<file path="src/rtl/lccd_pkg.sv">
package lccd_pkg;

  typedef enum logic [1:0] {
    RG_DUMMY   = 2'd0,
    RG_OB      = 2'd1,
    RG_VALID   = 2'd2,
    RG_INVALID = 2'd3
  } region_e;

  typedef enum logic [1:0] {
    ST_SETUP = 2'd0,
    ST_XFER  = 2'd1,
    ST_HOLD  = 2'd2,
    ST_READ  = 2'd3
  } seq_st_e;

endpackage

</file>
<file path="src/rtl/lccd_line_seq.sv">
module lccd_line_seq
  import lccd_pkg::*;
#(
  parameter int CNT_W     = 16,
  parameter int N_DUMMY   = 32,
  parameter int N_OB      = 96,
  parameter int N_VALID   = 7400,
  parameter int N_INVALID = 6,
  parameter int PIX_CYC   = 10,
  parameter int PAIR_W    = 12,
  parameter int PH_W      = 4
) (
  input  logic              clk,
  input  logic              rst,
  input  logic [CNT_W-1:0]  cfg_setup,
  input  logic [CNT_W-1:0]  cfg_xfer,
  input  logic [CNT_W-1:0]  cfg_hold,
  input  logic              cfg_line_clamp,
  input  logic              cfg_out_phase,
  output logic              reading,
  output logic [PH_W-1:0]   phase,
  output logic              in_ob,
  output logic              in_valid,
  output logic              line_clamp_q,
  output logic              out_phase_q,
  output logic              xfer_o,
  output logic [1:0]        region_o,
  output logic [PAIR_W-1:0] pair_o
);

  localparam int NPAIR = (N_DUMMY + N_OB + N_VALID + N_INVALID) / 2;
  localparam logic [PAIR_W-1:0] LAST_PAIR = PAIR_W'(NPAIR - 1);
  localparam logic [PAIR_W-1:0] B_OB      = PAIR_W'(N_DUMMY / 2);
  localparam logic [PAIR_W-1:0] B_VAL     = PAIR_W'((N_DUMMY + N_OB) / 2);
  localparam logic [PAIR_W-1:0] B_INV     = PAIR_W'((N_DUMMY + N_OB + N_VALID) / 2);
  localparam logic [PH_W-1:0]   LAST_PH   = PH_W'(PIX_CYC - 1);
  localparam logic [CNT_W-1:0]  ONE       = CNT_W'(1);

  seq_st_e           st;
  logic [CNT_W-1:0]  cnt;
  logic [CNT_W-1:0]  setup_q, xfer_q, hold_q;
  logic [PAIR_W-1:0] pair;
  logic              line_end;
  region_e           region_now;

  assign reading  = (st == ST_READ);
  assign line_end = reading && (phase == LAST_PH) && (pair == LAST_PAIR);

  always_comb begin
    if (!reading)          region_now = RG_DUMMY;
    else if (pair < B_OB)  region_now = RG_DUMMY;
    else if (pair < B_VAL) region_now = RG_OB;
    else if (pair < B_INV) region_now = RG_VALID;
    else                   region_now = RG_INVALID;
  end

  assign in_ob    = (region_now == RG_OB);
  assign in_valid = (region_now == RG_VALID);

  always_ff @(posedge clk) begin
    if (rst) begin
      st           <= ST_SETUP;
      cnt          <= '0;
      phase        <= '0;
      pair         <= '0;
      setup_q      <= cfg_setup;
      xfer_q       <= cfg_xfer;
      hold_q       <= cfg_hold;
      line_clamp_q <= cfg_line_clamp;
      out_phase_q  <= cfg_out_phase;
      xfer_o       <= 1'b0;
      region_o     <= 2'd0;
      pair_o       <= '0;
    end else begin
      xfer_o   <= (st == ST_XFER);
      region_o <= region_now;
      pair_o   <= pair;
      unique case (st)
        ST_SETUP: begin
          if (cnt + ONE >= setup_q) begin st <= ST_XFER; cnt <= '0; end
          else cnt <= cnt + ONE;
        end
        ST_XFER: begin
          if (cnt + ONE >= xfer_q) begin st <= ST_HOLD; cnt <= '0; end
          else cnt <= cnt + ONE;
        end
        ST_HOLD: begin
          if (cnt + ONE >= hold_q) begin
            st    <= ST_READ;
            cnt   <= '0;
            phase <= '0;
            pair  <= '0;
          end else cnt <= cnt + ONE;
        end
        ST_READ: begin
          if (phase == LAST_PH) begin
            phase <= '0;
            if (pair == LAST_PAIR) begin
              st           <= ST_SETUP;
              pair         <= '0;
              setup_q      <= cfg_setup;
              xfer_q       <= cfg_xfer;
              hold_q       <= cfg_hold;
              line_clamp_q <= cfg_line_clamp;
              out_phase_q  <= cfg_out_phase;
            end else begin
              pair <= pair + PAIR_W'(1);
            end
          end else begin
            phase <= phase + PH_W'(1);
          end
        end
      endcase
    end
  end

  // Pulse-width counter for the transfer gate check
  logic [CNT_W-1:0] xfer_run;
  always_ff @(posedge clk) begin
    if (rst)         xfer_run <= '0;
    else if (xfer_o) xfer_run <= xfer_run + ONE;
    else             xfer_run <= '0;
  end


  xfer_width_chk: assert property (@(posedge clk) disable iff (rst)
    $fell(xfer_o) |-> (xfer_run == ((xfer_q == '0) ? ONE : xfer_q)));


  mode_hold_chk: assert property (@(posedge clk) disable iff (rst)
    !$past(line_end) |-> ($stable(line_clamp_q) && $stable(out_phase_q)));


  region_order_chk: assert property (@(posedge clk) disable iff (rst)
    (region_o != $past(region_o)) |-> (region_o == $past(region_o) + 2'd1));

endmodule

</file>
<file path="src/rtl/lccd_chan_wave.sv">
module lccd_chan_wave #(
  parameter int PIX_CYC = 10,
  parameter int PH_W    = 4,
  parameter int RST_AT  = 1,
  parameter int RST_W   = 2,
  parameter int CLP_AT  = 4,
  parameter int CLP_W   = 2,
  parameter int SMP_AT  = 7
) (
  input  logic            clk,
  input  logic            rst,
  input  logic            reading,
  input  logic [PH_W-1:0] phase,
  input  logic            line_clamp,
  input  logic            in_ob,
  input  logic            in_valid,
  output logic            sh1_o,
  output logic            sh2_o,
  output logic            last_o,
  output logic            rg_o,
  output logic            cp_o,
  output logic            smp_o
);

  localparam int PW = PH_W + 1;
  localparam logic [PW-1:0] HALF_P = PW'(PIX_CYC / 2);
  localparam logic [PW-1:0] RG_B   = PW'(RST_AT);
  localparam logic [PW-1:0] RG_E   = PW'(RST_AT + RST_W);
  localparam logic [PW-1:0] CP_B   = PW'(CLP_AT);
  localparam logic [PW-1:0] CP_E   = PW'(CLP_AT + CLP_W);
  localparam logic [PW-1:0] SM_P   = PW'(SMP_AT);

  logic [PW-1:0] p;
  logic first_half, rg_win, cp_win;

  assign p          = {1'b0, phase};
  assign first_half = (p < HALF_P);
  assign rg_win     = (p >= RG_B) && (p < RG_E);
  assign cp_win     = (p >= CP_B) && (p < CP_E);

  always_ff @(posedge clk) begin
    if (rst) begin
      sh1_o  <= 1'b1;
      sh2_o  <= 1'b0;
      last_o <= 1'b0;
      rg_o   <= 1'b0;
      cp_o   <= 1'b0;
      smp_o  <= 1'b0;
    end else if (!reading) begin
      sh1_o  <= 1'b1;
      sh2_o  <= 1'b0;
      last_o <= 1'b0;
      rg_o   <= 1'b0;
      cp_o   <= 1'b0;
      smp_o  <= 1'b0;
    end else begin
      sh1_o  <= first_half;
      sh2_o  <= !first_half;
      last_o <= !first_half;
      rg_o   <= rg_win;
      cp_o   <= line_clamp ? in_ob : cp_win;
      smp_o  <= in_valid && (p == SM_P);
    end
  end


  clamp_after_reset_chk: assert property (@(posedge clk) disable iff (rst)
    $rose(cp_o) |-> (!rg_o && !$past(rg_o)));

endmodule

</file>
<file path="src/rtl/lccd_clkgen.sv">
module lccd_clkgen
  import lccd_pkg::*;
#(
  parameter int CNT_W     = 16,
  parameter int N_DUMMY   = 32,
  parameter int N_OB      = 96,
  parameter int N_VALID   = 7400,
  parameter int N_INVALID = 6,
  parameter int PIX_CYC   = 10,
  parameter int RST_AT    = 1,
  parameter int RST_W     = 2,
  parameter int CLP_GAP   = 1,
  parameter int CLP_W     = 2,
  parameter int SMP_AT    = 7,
  parameter int PAIR_W    = $clog2((N_DUMMY + N_OB + N_VALID + N_INVALID) / 2)
) (
  input  logic              clk,
  input  logic              rst,
  input  logic [CNT_W-1:0]  cfg_setup_cyc,
  input  logic [CNT_W-1:0]  cfg_xfer_cyc,
  input  logic [CNT_W-1:0]  cfg_hold_cyc,
  input  logic              cfg_line_clamp,
  input  logic              cfg_out_phase,
  output logic              tg_o,
  output logic [1:0]        sh1_o,
  output logic [1:0]        sh2_o,
  output logic [1:0]        last_o,
  output logic [1:0]        rg_o,
  output logic [1:0]        cp_o,
  output logic [1:0]        smp_o,
  output logic [1:0]        region_o,
  output logic [PAIR_W-1:0] pair_o
);

  localparam int PH_W   = $clog2(PIX_CYC);
  localparam int CLP_AT = RST_AT + RST_W + CLP_GAP;
  localparam logic [PH_W-1:0] HALF_PH = PH_W'(PIX_CYC / 2);

  logic            reading, in_ob, in_valid, line_clamp_q, out_phase_q;
  logic [PH_W-1:0] phase, phase_rot;

  lccd_line_seq #(
    .CNT_W(CNT_W), .N_DUMMY(N_DUMMY), .N_OB(N_OB), .N_VALID(N_VALID),
    .N_INVALID(N_INVALID), .PIX_CYC(PIX_CYC), .PAIR_W(PAIR_W), .PH_W(PH_W)
  ) u_seq (
    .clk(clk), .rst(rst),
    .cfg_setup(cfg_setup_cyc), .cfg_xfer(cfg_xfer_cyc), .cfg_hold(cfg_hold_cyc),
    .cfg_line_clamp(cfg_line_clamp), .cfg_out_phase(cfg_out_phase),
    .reading(reading), .phase(phase), .in_ob(in_ob), .in_valid(in_valid),
    .line_clamp_q(line_clamp_q), .out_phase_q(out_phase_q),
    .xfer_o(tg_o), .region_o(region_o), .pair_o(pair_o)
  );

  assign phase_rot = (phase >= HALF_PH) ? (phase - HALF_PH) : (phase + HALF_PH);

  for (genvar c = 0; c < 2; c++) begin : g_chan
    logic [PH_W-1:0] ph_c;
    if (c == 0) begin : g_lead
      assign ph_c = phase;
    end else begin : g_lag
      assign ph_c = out_phase_q ? phase_rot : phase;
    end
    lccd_chan_wave #(
      .PIX_CYC(PIX_CYC), .PH_W(PH_W), .RST_AT(RST_AT), .RST_W(RST_W),
      .CLP_AT(CLP_AT), .CLP_W(CLP_W), .SMP_AT(SMP_AT)
    ) u_wave (
      .clk(clk), .rst(rst), .reading(reading), .phase(ph_c),
      .line_clamp(line_clamp_q), .in_ob(in_ob), .in_valid(in_valid),
      .sh1_o(sh1_o[c]), .sh2_o(sh2_o[c]), .last_o(last_o[c]),
      .rg_o(rg_o[c]), .cp_o(cp_o[c]), .smp_o(smp_o[c])
    );
  end


  quiet_in_xfer_chk: assert property (@(posedge clk) disable iff (rst)
    tg_o |-> (rg_o == 2'b00 && cp_o == 2'b00 && smp_o == 2'b00));


  shift_frozen_chk: assert property (@(posedge clk) disable iff (rst)
    tg_o |-> (sh1_o == 2'b11 && sh2_o == 2'b00 && last_o == 2'b00));


  split_phase_chk: assert property (@(posedge clk) disable iff (rst)
    $past(reading && out_phase_q) |-> (sh1_o[0] != sh1_o[1]));


  same_phase_chk: assert property (@(posedge clk) disable iff (rst)
    $past(reading && !out_phase_q) |->
      (sh1_o[0] == sh1_o[1] && rg_o[0] == rg_o[1] && cp_o[0] == cp_o[1]));


  strobe_region_chk: assert property (@(posedge clk) disable iff (rst)
    (smp_o != 2'b00) |-> (region_o == RG_VALID));

endmodule

</file>
<file path="config.mk">
export PLATFORM = sky130hd
export DESIGN_NAME = lccd_clkgen
export DESIGN_NICKNAME = d
export VERILOG_FILES = /design/src/rtl/lccd_pkg.sv /design/src/rtl/lccd_line_seq.sv /design/src/rtl/lccd_chan_wave.sv /design/src/rtl/lccd_clkgen.sv
export SDC_FILE = /design/constraint.sdc
export NUM_CORES = 1
export LEC_CHECK = 0
export BUFFER_PORTS_ARGS = -buffer_cell sky130_fd_sc_hd__buf_2
export CORE_ASPECT_RATIO = 1.5
export CORE_MARGIN = 2
export CORE_UTILIZATION = 54
export CTS_BUF_LIST = sky130_fd_sc_hd__clkbuf_8
export CTS_CLUSTER_DIAMETER = 30
export DETAILED_ROUTE_END_ITERATION = 8
export HOLD_SLACK_MARGIN = 0.15
export PLACE_DENSITY = 0.9
export SYNTH_ARGS = -nofsm -noshare
export SYNTH_HDL_FRONTEND = slang
export SYNTH_HIERARCHICAL = 1
export SYNTH_SLANG_ARGS = --single-unit
</file>
<file path="constraint.sdc">
create_clock -name clk -period 3.2 [get_ports clk]
set_input_delay 0.64 -clock clk [delete_from_list [all_inputs] [get_ports clk]]
set_output_delay 0.64 -clock clk [all_outputs]
set_load 0.01 [all_outputs]
</file>
# Yosys cells after proc, flatten, opt, wreduce, memory -nomap -nowiden
# Cells that the tools add are included.
# Widths: inputs -> output; s select.
classes:
  add_sub_neg: 5
  order_cmp: 17
  eq_ne: 14
  n_mux: 45
  n_bitwise: 1
  n_reduce_logical: 19
ops:
  columns: ["cell", "n"]
  rows:
  - ["$mux 16", 15]
  - ["$ge 16x16->1", 3]
  - ["$pmux 16 s3", 1]
  - ["$mux 12", 3]
  - ["$pmux 12 s2", 1]
  - ["$add 16x1->16 const B", 1]
  - ["$lt 4x3->1 const B", 4]
  - ["$mux 2", 8]
  - ["$mux 4", 4]
  - ["$add 12x1->12 const B", 1]
  - ["$eq 12x12->1 const B", 1]
  - ["$ge 4x3->1 const B", 3]
  - ["$lt 12x12->1 const B", 1]
  - ["$lt 12x5->1 const B", 1]
  - ["$lt 12x7->1 const B", 1]
  - ["$mux 1", 11]
  - ["$eq 4x3->1 const B", 2]
  - ["$ge 4x1->1 const B", 2]
  - ["$lt 4x2->1 const B", 2]
  - ["$pmux 2 s4", 1]
  - ["$pmux 4 s2", 1]
  - ["$reduce_bool 2->1", 4]
  - ["$eq 2x2->1 const B", 3]
  - ["$logic_and 1x1->1", 6]
  - ["other kinds (15)", 21]
word_totals:
  regBits: 109
  in_bits: 52
  word_cells: 123

# Longest topological paths before layout
# Gate-level depths: netlist of run 1.
depth:
  ltp_word: 7
  mapped_depth: 16
  ltp_nobuf: 15

# Modules after synthesis
# The synthesis of run 1 kept the hierarchy.
modules_own_cells:
  columns: ["mod", "n_inst", "cells_each", "area_per_inst_um2"]
  rows:
  - ["lccd_line_seq", 1, 481, 5106.1]
  - ["lccd_chan_wave", 2, 18, 190.2]
  - ["lccd_clkgen", 1, 25, 186.4]

# Worst setup path before layout of run 1
# Ideal clock, no wire load.
synth_timing:
  kind: "flip-flop to flip-flop"
  start: "register u_seq.cnt[0]"
  end: "register u_seq.cnt[13]"
  setup_time_ps: 137
  arrival_time_ps: 3286
  t_required_ps: 3063
  path_slack_ps: -222
  path_stages_with_launch: 15
  path_buffers: 1
  period_less_slack_ps: 3422
  path_cell_list: "dfxtp_1 ha_1 nand3_2 or4_4 buf_6 nor2_4 xnor2_1 ha_1 nand4_1 nor3_2 a22oi_1 a31oi_1 a22oi_2 o21ai_1 o22ai_2"
synth_between:
  elab_chain_cells: 4
  word_cells_on_any_way: 8
synth_rtl:
  columns: ["item", "line_no", "text"]
  rows:
  - ["from (decl)", "lccd_line_seq.sv:40", "logic [CNT_W-1:0] cnt;"]
  - ["from (signal assigned)", "lccd_line_seq.sv:81", "else cnt <= cnt + ONE;"]
  - ["from (signal assigned)", "lccd_line_seq.sv:85", "else cnt <= cnt + ONE;"]
  - ["from (signal assigned)", "lccd_line_seq.sv:93", "end else cnt <= cnt + ONE;"]
  - ["$add 16x1->16 (*)", null, null]
  - ["$ge 16x16->1, on equally long branches", "lccd_line_seq.sv:88, lccd_line_seq.sv:84, lccd_line_seq.sv:80", null]
  - ["$mux 16, on equally long branches", "lccd_line_seq.sv:88, lccd_line_seq.sv:84, lccd_line_seq.sv:80", null]
  - ["$pmux 16 s3 (*)", "lccd_line_seq.sv:78", "unique case (st)"]
# Mark *: on every way between the ends. The rest lies on a longest branch, timed or not.
# A chain may end at the register's enable or synchronous reset.

# Final worst setup path of run 1
layout_timing:
  start: "register u_seq.cnt[0]"
  end: "register u_seq.cnt[5]"
# Same word-level chain as after synthesis.

==> tab_implementation.tex, run 1 <==
\begin{tabular}{lr}
\hline
Metric & Value \\
\hline
\multicolumn{2}{l}{\textbf{Layout}} \\
Net count of the finished layout & 799 \\
Fraction of layout cells with a size suffix above 1 & 31.4\% \\
Final Core Density & 70.9\% \\
Inserted Diodes & 0 \\
Count of placed standard cells in the final layout, fillers left out & 831 \\
Area of the multi-input gates & 2940 um2 \\
Fill cell count & 662 \\
Growth of design area from synthesis to finish & 27.4\% \\
Final cell area excluding filler cells & 7230 um2 \\
Register area & 2690 um2 \\
\multicolumn{2}{l}{\textbf{Power}} \\
Portion of total power attributed to sequential cells & 54.8\% \\
Combinational Power Share & 14.3\% \\
Net load switching power & 0.700 mW \\
Power per cell area & 388 nW/um2 \\
Net switching fraction of the power & 25.0\% \\
Total design power & 2.80 mW \\
Power Internal & 2.10 mW \\
Max rail drop VDD & 0.360 mV \\
Lkg Pwr & 3.28 nW \\
Clock share of power & 30.8\% \\
\multicolumn{2}{l}{\textbf{Placement}} \\
Placer congestion estimate & 0.873 \\
HPWL reported at the end of detailed placement & 8.83 mm \\
Placed standard-cell area & 6530 um2 \\
Place WS & -0.226 ns \\
Number of placed cells counting well taps & 787 \\
Buffers on Ports & 78 \\
\multicolumn{2}{l}{\textbf{Critical path}} \\
Category of cells accounting for the largest share of critical-path delay & compound AO/OA/AOI/OAI gates \\
Signal arrival time at the worst endpoint & 3.66 ns \\
Terminus of the critical flop-to-flop path & u\_seq/cnt[5]\$\_SDFFE\_PP0P\_ \\
Maximum single-stage delay on the critical path & 0.55 ns \\
Chain of cells forming the critical path & ha\_4 > nand3\_2 > or4\_4 > nor2\_4 > xor2\_2 > buf\_4 > ha\_4 > a211o\_1 > a31oi\_1 > o21ai\_1 > a221o\_1 > a22oi\_2 > buf\_12 > nand2\_4 > o211ai\_2 \\
Slowest library cell on the worst path & sky130\_fd\_sc\_hd\_\_or4\_4 \\
Most common cell type on the critical path & sky130\_fd\_sc\_hd\_\_ha\_4 \\
Launch instance of the worst register-to-register path & u\_seq/cnt[0]\$\_SDFFE\_PP0P\_ \\
Number of buffer and inverter instances along the worst setup path & 2 \\
Worst Setup Start Kind & flop \\
Register-to-Register Setup Slack & -0.15 ns \\
Critical path type & reg -> reg \\
Critical path peak fanout & 6 \\
Reg2Reg Depth & 15 \\
Req. time, crit path & 3.51 ns \\
CP Capture Type & flop \\
\multicolumn{2}{l}{\textbf{Status}} \\
Failing checks & negative setup slack \\
Outcome & finished with violations \\
\multicolumn{2}{l}{\textbf{Floorplan}} \\
Initial standard-cell utilization of the core & 55.7\% \\
Area of the core & 10,200 um2 \\
\# IOs & 79 \\
Die outline height & 130 um \\
Overall die area & 11,400 um2 \\
Std-Cell Rows & 45 \\
Chip width & 87.7 um \\
\multicolumn{2}{l}{\textbf{Synthesis}} \\
Syn Inst Count & 542 \\
Fraction of registers with async set or reset after synthesis & 0\% \\
Mean instance size in the synthesized netlist & 10.5 um2 \\
Share of the synthesized area in the top cell type & 26.5\% \\
Seq cells post-synth & 109 \\
Number of flops mapped to enable cells by yosys & 50 \\
Number of synthesis warnings & 6 \\
Ranking of synthesized cells by area & sky130\_fd\_sc\_hd\_\_edfxtp\_1 (26\%), sky130\_fd\_sc\_hd\_\_dfxtp\_1 (21\%), sky130\_fd\_sc\_hd\_\_ha\_1 (14\%) \\
Total standard cell area after synthesis & 5670 um2 \\
Dominant cell by count in the synthesized netlist & sky130\_fd\_sc\_hd\_\_ha\_1 \\
Yosys top cell by area & sky130\_fd\_sc\_hd\_\_edfxtp\_1 \\
Synth unique cells & 69 \\
Sequential share of the synthesized area & 47.3\% \\
Commonest cells in the synthesized netlist & sky130\_fd\_sc\_hd\_\_ha\_1 (62), sky130\_fd\_sc\_hd\_\_inv\_1 (61), sky130\_fd\_sc\_hd\_\_dfxtp\_1 (59) \\
Leading register cell type out of synthesis & sky130\_fd\_sc\_hd\_\_dfxtp\_1 \\
Net count after synthesis & 656 \\
\multicolumn{2}{l}{\textbf{Route}} \\
Ratio of routed vias to standard cells & 5.46 \\
Overall routed net length & 12.8 mm \\
Via count & 4,540 \\
Residual antenna-violating net count after detailed routing & 0 \\
Initial DRC count & 191 \\
DR pass1 iterations & 4 \\
Average wire length per cell after detail routing & 15.4 um \\
Remaining design rule violation count & 0 \\
\multicolumn{2}{l}{\textbf{Clocking}} \\
Clock latency at the later pin of the worst-skew pair & 0.38 ns \\
CTS HTree Levels & 3 \\
TritonCTS clock tree & built \\
Bufs on Longest Clock Path & 2 \\
Clock Root Buffer & sky130\_fd\_sc\_hd\_\_clkbuf\_8 \\
Clock edge transition at the registers on the reported setup and hold paths & 0.10 ns \\
Number of buffers inserted during clock tree synthesis & 9 \\
Clk sink count & 109 \\
\multicolumn{2}{l}{\textbf{Hold path}} \\
Class of the most critical hold timing path & in -> reg \\
Hold Crit Endpoint & u\_seq/hold\_q[0]\$\_DFFE\_PP\_ \\
Worst Min Path Start & cfg\_hold\_cyc[0] \\
Hold-critical path depth & 1 \\
\multicolumn{2}{l}{\textbf{Global route}} \\
Maximum number of pins on one net before global-route repair & 32 \\
Antenna violations before repair & 0 \\
GRT Total Usage & 22.7\% \\
Via count of the first global-routing pass & 4,566 \\
GRT overflow & 0 \\
First-pass GRT wire length & 20.2 mm \\
\multicolumn{2}{l}{\textbf{Timing}} \\
Setup violators final & 32 \\
Headroom to the max-slew limit & 47.7\% \\
Unrepaired setup endpoints after global routing & yes \\
Setup total negative slack & -2.22 ns \\
Post-layout worst setup margin & -0.152 ns \\
Final min period & 3.35 ns \\
Highest attainable clock frequency & 0.298 GHz \\
Slew at the pin closest to its max-slew limit & 0.783 ns \\
Number of endpoints with negative hold slack in the final report & 0 \\
Clock Skews & 0.0113 ns \\
Count of final max-slew check failures & 0 \\
Hold\_ws & 0.425 ns \\
Post-route fraction of the period consumed by the critical path & 105\% \\
\multicolumn{2}{l}{\textbf{Run}} \\
Max-cap violations & 0 \\
\hline
\end{tabular}
==> layout by cell type (no fill, tap or decap), drive strengths merged, types with 12 or more instances in the layout <==
master  count
ha         62
nor2       47
nand4      13
buf       145
xor2       16
nand2      34
clkbuf     12
dfxtp      59
xnor2      16
a21oi      27
o21ai      21
inv        65
nor2b      19
edfxtp     50
==> sequential cells by signal (all words and copies together), names as in the netlist, 2 cells and up <==
name	count
u_seq/cnt	16
g_chan.u_wave/sh1_o	2
g_chan.u_wave/cp_o	2
u_seq/st	2
u_seq/xfer_q	16
u_seq/setup_q	16
u_seq/pair_o	12
g_chan.u_wave/last_o	2
g_chan.u_wave/smp_o	2
u_seq/region_o	2
u_seq/phase	4
u_seq/pair	12
u_seq/hold_q	16
g_chan.u_wave/rg_o	2
==> routing by layer <==
metal | wire length, um | part of all wire (%) | vias to the layer above | GRT usage [%]
li1 | - | - | 2198 | -
met1 | 4640 | 36 | 2122 | 22.4
met2 | 7080 | 55 | 171 | 44.0
met3 | 532 | 4.1 | 49 | 3.63
met4 | 586 | 4.6 | 0 | 11.7
met5 | 0 | 0 | - | 0
==> worst max path at each step <==
stage / slack (ns) / startpoint / endpoint / cells after the start
3_3_place_gp: -0.18 / u_seq/cnt[1]$_SDFFE_PP0P_ / u_seq/st[0]$_SDFFE_PP0P_ / 13
3_5_place_dp: -0.23 / u_seq/cnt[1]$_SDFFE_PP0P_ / u_seq/pair[8]$_SDFFE_PP0P_ / 15
5_1_grt: -0.35 / u_seq/cnt[1]$_SDFFE_PP0P_ / u_seq/cnt[10]$_SDFFE_PP0P_ / 16
6_report: -0.15 / u_seq/cnt[0]$_SDFFE_PP0P_ / u_seq/cnt[5]$_SDFFE_PP0P_ / 15
4_1_cts: -0.11 / u_seq/cnt[0]$_SDFFE_PP0P_ / u_seq/pair[8]$_SDFFE_PP0P_ / 15
2_1_floorplan: 0.03 / u_seq/cnt[1]$_SDFFE_PP0P_ / u_seq/cnt[13]$_SDFFE_PP0P_ / 14
==> cell type report <==
type	count	share of cell area [%]
repair buffers	146	13.5
well taps	141	2.44
inverters	62	3.22
clock buffers	11	2.10
clock inverters	5	0.797
multi-input cells	357	40.7
flip-flops and latches	109	37.3
==> timing repair <==
action | 4_1_cts | 5_1_grt
endpoints found under the setup margin | 34 | 34
setup buffers | 23 | 4
hold buffers | 0 | 0
pin swaps | 6 | 25
endpoints found under the hold margin | 0 | 0
cloned | 0 | 1
resized for setup | 20 | 33
==> logic make-up after synthesis <==
| group | Yosys count | share of synthesized area (%) |
|---|---|---|
| muxes | 4 | 0.728 |
| adders and majority gates | 62 | 13.7 |
| xor gates and xnor gates | 32 | 4.94 |
| buffers and inverters | 76 | 5.58 |
| and+or+nand+nor | 167 | 16.2 |
| AOI/OAI and AO/OA | 92 | 11.6 |
| DFF | 109 | 47.3 |
==> power by group through the flow <==
| stage | combinational, mW | sequential [mW] | clock [mW] |
|---|---|---|---|
| 2_1_floorplan | 0.212 | 1.57 | 0 |
| 3_3_place_gp | 0.320 | 1.56 | 0 |
| 3_5_place_dp | 0.345 | 1.57 | 0 |
| 4_1_cts | 0.358 | 1.54 | 0.877 |
| 5_1_grt | 0.434 | 1.54 | 0.921 |
| 6_report | 0.402 | 1.54 | 0.865 |
(Power assumes the default switching activity.)
==> run 2: changes to the inputs <==
--- a/config.mk
+++ b/config.mk
@@ -14,6 +14,7 @@
 export DETAILED_ROUTE_END_ITERATION = 8
 export HOLD_SLACK_MARGIN = 0.15
 export PLACE_DENSITY = 0.9
+export SETUP_SLACK_MARGIN = 0.2
 export SYNTH_ARGS = -nofsm -noshare
 export SYNTH_HDL_FRONTEND = slang
 export SYNTH_HIERARCHICAL = 1
==> run 2 against run 1 <==
Compared with the run above: the run still ends with negative setup slack left; clock-buffer cell count fell by 1; utilization decreased by 1.8 points; non-clock buffer count shrank 21; critical path type unchanged; largest power group unchanged.
==> tab_implementation.tex, run 2 (synthesis results as in run 1) <==
\begin{tabular}{lr}
\hline
Metric & Value \\
\hline
\multicolumn{2}{l}{\textbf{Status}} \\
Outcome & finished with violations \\
Failing checks & negative setup slack \\
\multicolumn{2}{l}{\textbf{Timing}} \\
Number of endpoints with negative hold slack in the final report & 0 \\
Setup violators final & 28 \\
Headroom to the max-slew limit & 52.4\% \\
Final min period & 3.37 ns \\
Unrepaired setup endpoints after global routing & yes \\
Post-route fraction of the period consumed by the critical path & 105\% \\
Post-layout worst setup margin & -0.168 ns \\
Highest attainable clock frequency & 0.297 GHz \\
Clock Skews & 0.00928 ns \\
Count of final max-slew check failures & 0 \\
Slew at the pin closest to its max-slew limit & 0.713 ns \\
\multicolumn{2}{l}{\textbf{Power}} \\
Clock share of power & 32.4\% \\
Net switching fraction of the power & 24.4\% \\
Lkg Pwr & 3.19 nW \\
Net load switching power & 0.696 mW \\
Power per cell area & 405 nW/um2 \\
Combinational Power Share & 13.7\% \\
Max rail drop VDD & 0.337 mV \\
Portion of total power attributed to sequential cells & 53.9\% \\
Power Internal & 2.15 mW \\
\multicolumn{2}{l}{\textbf{Layout}} \\
Fraction of layout cells with a size suffix above 1 & 30.5\% \\
Net count of the finished layout & 778 \\
Fill cell count & 702 \\
Count of placed standard cells in the final layout, fillers left out & 810 \\
Most common cell after layout, fill and taps aside & sky130\_fd\_sc\_hd\_\_buf\_2 \\
Growth of design area from synthesis to finish & 24.1\% \\
Inserted Diodes & 0 \\
Final Core Density & 69.1\% \\
Commonest cells after routing, fill and taps aside & sky130\_fd\_sc\_hd\_\_buf\_2 (79), sky130\_fd\_sc\_hd\_\_inv\_1 (61), sky130\_fd\_sc\_hd\_\_ha\_1 (59) \\
\multicolumn{2}{l}{\textbf{Clocking}} \\
Clock latency at the later pin of the worst-skew pair & 0.37 ns \\
Clock Root Buffer & sky130\_fd\_sc\_hd\_\_clkbuf\_8 \\
TritonCTS clock tree & built \\
Clock edge transition at the registers on the reported setup and hold paths & 0.10 ns \\
Number of buffers inserted during clock tree synthesis & 9 \\
CTS HTree Levels & 3 \\
Cts hold-fix bufs & 0 \\
Bufs on Longest Clock Path & 2 \\
Clk sink count & 109 \\
\multicolumn{2}{l}{\textbf{Hold path}} \\
Class of the most critical hold timing path & in -> reg \\
\multicolumn{2}{l}{\textbf{Floorplan}} \\
Chip width & 87.7 um \\
Die outline height & 130 um \\
Std-Cell Rows & 45 \\
Area of the core & 10,200 um2 \\
Overall die area & 11,400 um2 \\
\# IOs & 79 \\
Initial standard-cell utilization of the core & 55.7\% \\
\multicolumn{2}{l}{\textbf{Route}} \\
DR pass1 iterations & 5 \\
Residual antenna-violating net count after detailed routing & 0 \\
Via count & 4,513 \\
Initial DRC count & 210 \\
Average wire length per cell after detail routing & 15.6 um \\
Remaining design rule violation count & 0 \\
Ratio of routed vias to standard cells & 5.57 \\
Overall routed net length & 12.6 mm \\
\multicolumn{2}{l}{\textbf{Critical path}} \\
Signal arrival time at the worst endpoint & 3.64 ns \\
Maximum single-stage delay on the critical path & 0.38 ns \\
Critical path type & reg -> reg \\
Chain of cells forming the critical path & nand3\_2 > nor2\_4 > nand3\_4 > nor2\_4 > nand2\_1 > xnor2\_1 > buf\_4 > ha\_1 > a21oi\_1 > o21ai\_0 > a21oi\_1 > o21ai\_2 > buf\_4 > o2111ai\_2 > nor3\_2 > a211oi\_1 \\
Req. time, crit path & 3.47 ns \\
Number of buffer and inverter instances along the worst setup path & 2 \\
Critical path peak fanout & 4 \\
Slowest library cell on the worst path & sky130\_fd\_sc\_hd\_\_dfxtp\_4 \\
CP Capture Type & flop \\
Category of cells accounting for the largest share of critical-path delay & compound AO/OA/AOI/OAI gates \\
Worst Setup Start Kind & flop \\
\multicolumn{2}{l}{\textbf{Placement}} \\
Placer congestion estimate & 0.873 \\
HPWL reported at the end of detailed placement & 8.96 mm \\
Number of placed cells counting well taps & 788 \\
Buffers on Ports & 78 \\
\multicolumn{2}{l}{\textbf{Global route}} \\
First-pass GRT wire length & 19.9 mm \\
GRT overflow & 0 \\
Antenna violations before repair & 0 \\
GRT Total Usage & 22.4\% \\
Via count of the first global-routing pass & 4,530 \\
Maximum number of pins on one net before global-route repair & 35 \\
\multicolumn{2}{l}{\textbf{Run}} \\
Max-cap violations & 0 \\
\hline
\end{tabular}
==> run 2: cell types whose count changed in the layout (fill, tap and decap cells not counted), sizes merged <==
cell,change
buf,-20
bufinv,+1
clkbuf,-2
clkinv,-1
inv,+1
==> run 2: layout make-up <==
class	count	area [um2]	share of cell area, %
clock inverters	6	90.1	1.28
flip-flops and latches	109	2690	38.3
repair buffers	125	773	11.0
multi-input cells	357	2940	41.7
clock buffers	10	138	1.96
inverters	62	233	3.31
well taps	141	176	2.51
==> run 2: final timing paths <==
check,from,to,slack (ns),cells past startpoint
hold / removal,cfg_setup_cyc[0],u_seq/setup_q[0]$_DFFE_PP_,0.44,1
hold reg to reg,u_seq/cnt[15]$_SDFFE_PP0P_,u_seq/cnt[15]$_SDFFE_PP0P_,0.51,1
setup / recovery,u_seq/cnt[1]$_SDFFE_PP0P_,u_seq/st[0]$_SDFFE_PP0P_,-0.17,16
setup reg to reg,u_seq/cnt[1]$_SDFFE_PP0P_,u_seq/st[0]$_SDFFE_PP0P_,-0.17,16
==> run 2: power by group through the flow <==
stage / Clock (mW) / Sequential (mW) / Combinational (mW)
after floorplan: 0 / 1.57 / 0.215
after global placement: 0 / 1.57 / 0.320
after detailed placement: 0 / 1.57 / 0.347
after CTS: 0.943 / 1.54 / 0.374
after global routing: 0.986 / 1.54 / 0.425
final: 0.923 / 1.54 / 0.390
==> run 2: layer usage <==
metal	part of all wire [%]	track usage [%]	vias to the layer above	wire length [um]
met4	4.9	14.0	0	619
met1	36	21.6	2144	4590
met3	4.9	4.59	50	622
met5	0	0	-	0
met2	54	42.1	168	6810
li1	-	-	2151	-
==> run 2: worst reg2reg max path: stages, from the launching register on <==
cell and delay, ns:
sky130_fd_sc_hd__dfxtp_4 0.38, sky130_fd_sc_hd__nand3_2 0.11, sky130_fd_sc_hd__nor2_4 0.16, sky130_fd_sc_hd__nand3_4 0.12, sky130_fd_sc_hd__nor2_4 0.14, sky130_fd_sc_hd__nand2_1 0.08, sky130_fd_sc_hd__xnor2_1 0.33, sky130_fd_sc_hd__buf_4 0.19
sky130_fd_sc_hd__ha_1 0.24, sky130_fd_sc_hd__a21oi_1 0.24, sky130_fd_sc_hd__o21ai_0 0.21, sky130_fd_sc_hd__a21oi_1 0.23, sky130_fd_sc_hd__o21ai_2 0.09, sky130_fd_sc_hd__buf_4 0.14, sky130_fd_sc_hd__o2111ai_2 0.27, sky130_fd_sc_hd__nor3_2 0.08
sky130_fd_sc_hd__a211oi_1 0.28
==> run 2: what timing repair did <==
item,4_1_cts,5_1_grt
pin swaps,20,14
gates resized for setup,20,24
setup endpoints to repair,34,34
cloned,1,0
setup buffers,3,2
hold endpoints to repair,0,0
==> run 2: through the flow <==
step | area (um2) | power, mW | setup TNS (ns) | hold slack (ns) | setup slack (ns)
floorplan | 5750 | 1.78 | 0 | 0.442 | 0.0752
finish | 7040 | 2.85 | -2.29 | 0.436 | -0.168
global placement | 6570 | 1.89 | -2.02 | 0.446 | -0.148
detailed placement | 6570 | 1.92 | -3.08 | 0.460 | -0.188
global route | 7040 | 2.95 | -6.40 | 0.420 | -0.273
CTS | 6920 | 2.85 | -1.89 | 0.418 | -0.125
==> run 3: changes to the inputs <==
--- a/config.mk
+++ b/config.mk
@@ -7,7 +7,6 @@
 export LEC_CHECK = 0
 export BUFFER_PORTS_ARGS = -buffer_cell sky130_fd_sc_hd__buf_2
 export CORE_ASPECT_RATIO = 1.5
-export CORE_MARGIN = 2
 export CORE_UTILIZATION = 54
 export CTS_BUF_LIST = sky130_fd_sc_hd__clkbuf_8
 export CTS_CLUSTER_DIAMETER = 30
@@ -19,3 +18,4 @@
 export SYNTH_HDL_FRONTEND = slang
 export SYNTH_HIERARCHICAL = 1
 export SYNTH_SLANG_ARGS = --single-unit
+export TNS_END_PERCENT = 30
==> run 3 against run 2 <==
Compared with the run above: the flow still finishes with violations (negative setup slack); final cell count decreased by 0.49%; clock skew is 0.0059 ns higher; utilization is 1.1 points lower; sequential power hardly changed; clock power decreased by 6.7%; clock-buffer cell count did not move; critical path type unchanged.
==> tab_implementation.tex, run 3 (synthesis results as in run 1) <==
\begin{tabular}{lr}
\hline
Metric & Value \\
\hline
\multicolumn{2}{l}{\textbf{Clocking}} \\
Bufs on Longest Clock Path & 2 \\
CTS HTree Levels & 3 \\
Clock latency at the later pin of the worst-skew pair & 0.39 ns \\
Number of buffers inserted during clock tree synthesis & 9 \\
Cts hold-fix bufs & 0 \\
TritonCTS clock tree & built \\
Clock edge transition at the registers on the reported setup and hold paths & 0.10 ns \\
Clk sink count & 109 \\
Clock Root Buffer & sky130\_fd\_sc\_hd\_\_clkbuf\_8 \\
\multicolumn{2}{l}{\textbf{Layout}} \\
Growth of design area from synthesis to finish & 22.2\% \\
Fraction of layout cells with a size suffix above 1 & 27.7\% \\
Final cell area excluding filler cells & 6930 um2 \\
Net count of the finished layout & 774 \\
Most common cell after layout, fill and taps aside & sky130\_fd\_sc\_hd\_\_buf\_2 \\
Commonest cells after routing, fill and taps aside & sky130\_fd\_sc\_hd\_\_buf\_2 (78), sky130\_fd\_sc\_hd\_\_inv\_1 (61), sky130\_fd\_sc\_hd\_\_ha\_1 (60) \\
Inserted Diodes & 0 \\
\multicolumn{2}{l}{\textbf{Critical path}} \\
Signal arrival time at the worst endpoint & 3.73 ns \\
Critical path type & reg -> reg \\
Launch instance of the worst register-to-register path & u\_seq/cnt[0]\$\_SDFFE\_PP0P\_ \\
Reg2Reg Depth & 14 \\
Register-to-Register Setup Slack & -0.20 ns \\
Req. time, crit path & 3.53 ns \\
Critical path peak fanout & 6 \\
Worst Setup Start Kind & flop \\
Terminus of the critical flop-to-flop path & u\_seq/cnt[13]\$\_SDFFE\_PP0P\_ \\
CP Capture Type & flop \\
\multicolumn{2}{l}{\textbf{Power}} \\
Max rail drop VDD & 0.336 mV \\
Power Internal & 2.07 mW \\
Clock share of power & 30.9\% \\
Portion of total power attributed to sequential cells & 55.2\% \\
Net switching fraction of the power & 25.7\% \\
Net load switching power & 0.716 mW \\
Power per cell area & 402 nW/um2 \\
Combinational Power Share & 13.9\% \\
Lkg Pwr & 3.16 nW \\
\multicolumn{2}{l}{\textbf{Hold path}} \\
Worst Min Path Start & cfg\_setup\_cyc[0] \\
Hold Crit Endpoint & u\_seq/setup\_q[0]\$\_DFFE\_PP\_ \\
Hold-critical path depth & 1 \\
Class of the most critical hold timing path & in -> reg \\
\multicolumn{2}{l}{\textbf{Timing}} \\
Number of endpoints with negative hold slack in the final report & 0 \\
Final min period & 3.40 ns \\
Hold\_ws & 0.414 ns \\
Highest attainable clock frequency & 0.294 GHz \\
Clock Skews & 0.0152 ns \\
Slew at the pin closest to its max-slew limit & 0.712 ns \\
Setup violators final & 34 \\
Unrepaired setup endpoints after global routing & yes \\
Count of final max-slew check failures & 0 \\
Post-layout worst setup margin & -0.199 ns \\
Headroom to the max-slew limit & 52.4\% \\
Post-route fraction of the period consumed by the critical path & 106\% \\
\multicolumn{2}{l}{\textbf{Route}} \\
DR pass1 iterations & 5 \\
Overall routed net length & 12.6 mm \\
Average wire length per cell after detail routing & 15.7 um \\
Ratio of routed vias to standard cells & 5.56 \\
Residual antenna-violating net count after detailed routing & 0 \\
Initial DRC count & 239 \\
Remaining design rule violation count & 0 \\
Via count & 4,482 \\
\multicolumn{2}{l}{\textbf{Floorplan}} \\
Overall die area & 10,900 um2 \\
Chip width & 85.7 um \\
Die outline height & 128 um \\
Std-Cell Rows & 45 \\
Area of the core & 10,200 um2 \\
Initial standard-cell utilization of the core & 55.7\% \\
\# IOs & 79 \\
\multicolumn{2}{l}{\textbf{Global route}} \\
Maximum number of pins on one net before global-route repair & 35 \\
Via count of the first global-routing pass & 4,460 \\
Antenna violations before repair & 0 \\
GRT Total Usage & 23.8\% \\
GRT overflow & 0 \\
First-pass GRT wire length & 20.2 mm \\
\multicolumn{2}{l}{\textbf{Status}} \\
Outcome & finished with violations \\
Failing checks & negative setup slack \\
\multicolumn{2}{l}{\textbf{Placement}} \\
Placed standard-cell area & 6490 um2 \\
Buffers on Ports & 78 \\
Placer congestion estimate & 0.870 \\
HPWL reported at the end of detailed placement & 8.93 mm \\
\multicolumn{2}{l}{\textbf{Run}} \\
Max-cap violations & 0 \\
\hline
\end{tabular}
[run 3: worst max path at each step]
stage / start / to / slack [ns] / cells after the start
floorplan: u_seq/cnt[0]$_SDFFE_PP0P_ / u_seq/pair[8]$_SDFFE_PP0P_ / 0.07 / 15
global placement: u_seq/cnt[1]$_SDFFE_PP0P_ / u_seq/pair[10]$_SDFFE_PP0P_ / -0.02 / 13
detailed placement: u_seq/cnt[1]$_SDFFE_PP0P_ / u_seq/cnt[10]$_SDFFE_PP0P_ / -0.13 / 14
CTS: u_seq/cnt[0]$_SDFFE_PP0P_ / u_seq/st[0]$_SDFFE_PP0P_ / -0.09 / 14
global route: u_seq/cnt[0]$_SDFFE_PP0P_ / u_seq/cnt[13]$_SDFFE_PP0P_ / -0.28 / 14
finish: u_seq/cnt[0]$_SDFFE_PP0P_ / u_seq/cnt[13]$_SDFFE_PP0P_ / -0.20 / 14
[run 3: power groups by stage]
stage | clock network, mW | registers [mW] | logic [mW]
3_5_place_dp | 0 | 1.57 | 0.353
5_1_grt | 0.914 | 1.54 | 0.422
2_1_floorplan | 0 | 1.57 | 0.214
3_3_place_gp | 0 | 1.56 | 0.324
4_1_cts | 0.872 | 1.54 | 0.376
6_report | 0.861 | 1.54 | 0.387
[run 3: critical path, cell delays in order, from the launching register on]
cell	delay, ns
sky130_fd_sc_hd__dfxtp_4	0.39
sky130_fd_sc_hd__ha_4	0.15
sky130_fd_sc_hd__nand3_4	0.06
sky130_fd_sc_hd__or4_4	0.59
sky130_fd_sc_hd__nor2_4	0.16
sky130_fd_sc_hd__xnor2_4	0.18
sky130_fd_sc_hd__ha_1	0.30
sky130_fd_sc_hd__a21o_1	0.20
sky130_fd_sc_hd__a21oi_1	0.18
sky130_fd_sc_hd__o21ai_0	0.12
sky130_fd_sc_hd__a221o_1	0.32
sky130_fd_sc_hd__a22oi_2	0.27
sky130_fd_sc_hd__buf_6	0.20
sky130_fd_sc_hd__nand2_4	0.07
sky130_fd_sc_hd__o22ai_2	0.15
[run 3: through the flow]
stage	TNS [ns]	cells	util, %	setup slack, ns	power (mW)
after detailed placement	-1.72	778	63.7	-0.129	1.92
after CTS	-1.89	805	67.7	-0.0939	2.78
after global routing	-8.37	806	68.0	-0.283	2.88
after floorplan	0	542	-	0.0746	1.78
final	-4.32	806	68.0	-0.199	2.79
after global placement	-0.180	778	63.7	-0.0226	1.89
[run 3: repair_timing]
action / in CTS / in global routing
resized for setup: 20 / 3
buffers inserted: 9 / 1
endpoints found under the hold margin: 0 / 0
setup endpoints to repair: 34 / 34
gates cloned: 2 / 0
pin swaps: 24 / 2
[run 3: final cells by class]
type	instances	area [um2]
Fill cell	722	3260
Timing Repair Buffer	121	778
Inverter	62	233
Multi-Input combinational cell	357	2850
Clock inverter	6	66.3
Tap cell	141	176
Sequential cell	109	2690
Clock buffer	10	138
[run 3: routing by layer]
metal	part of all wire [%]	wire, um	global-route usage, %
met5	0	0	0
met4	4.0	503	13.2
met3	5.3	669	4.65
met2	55	6960	46.0
met1	36	4510	23.1
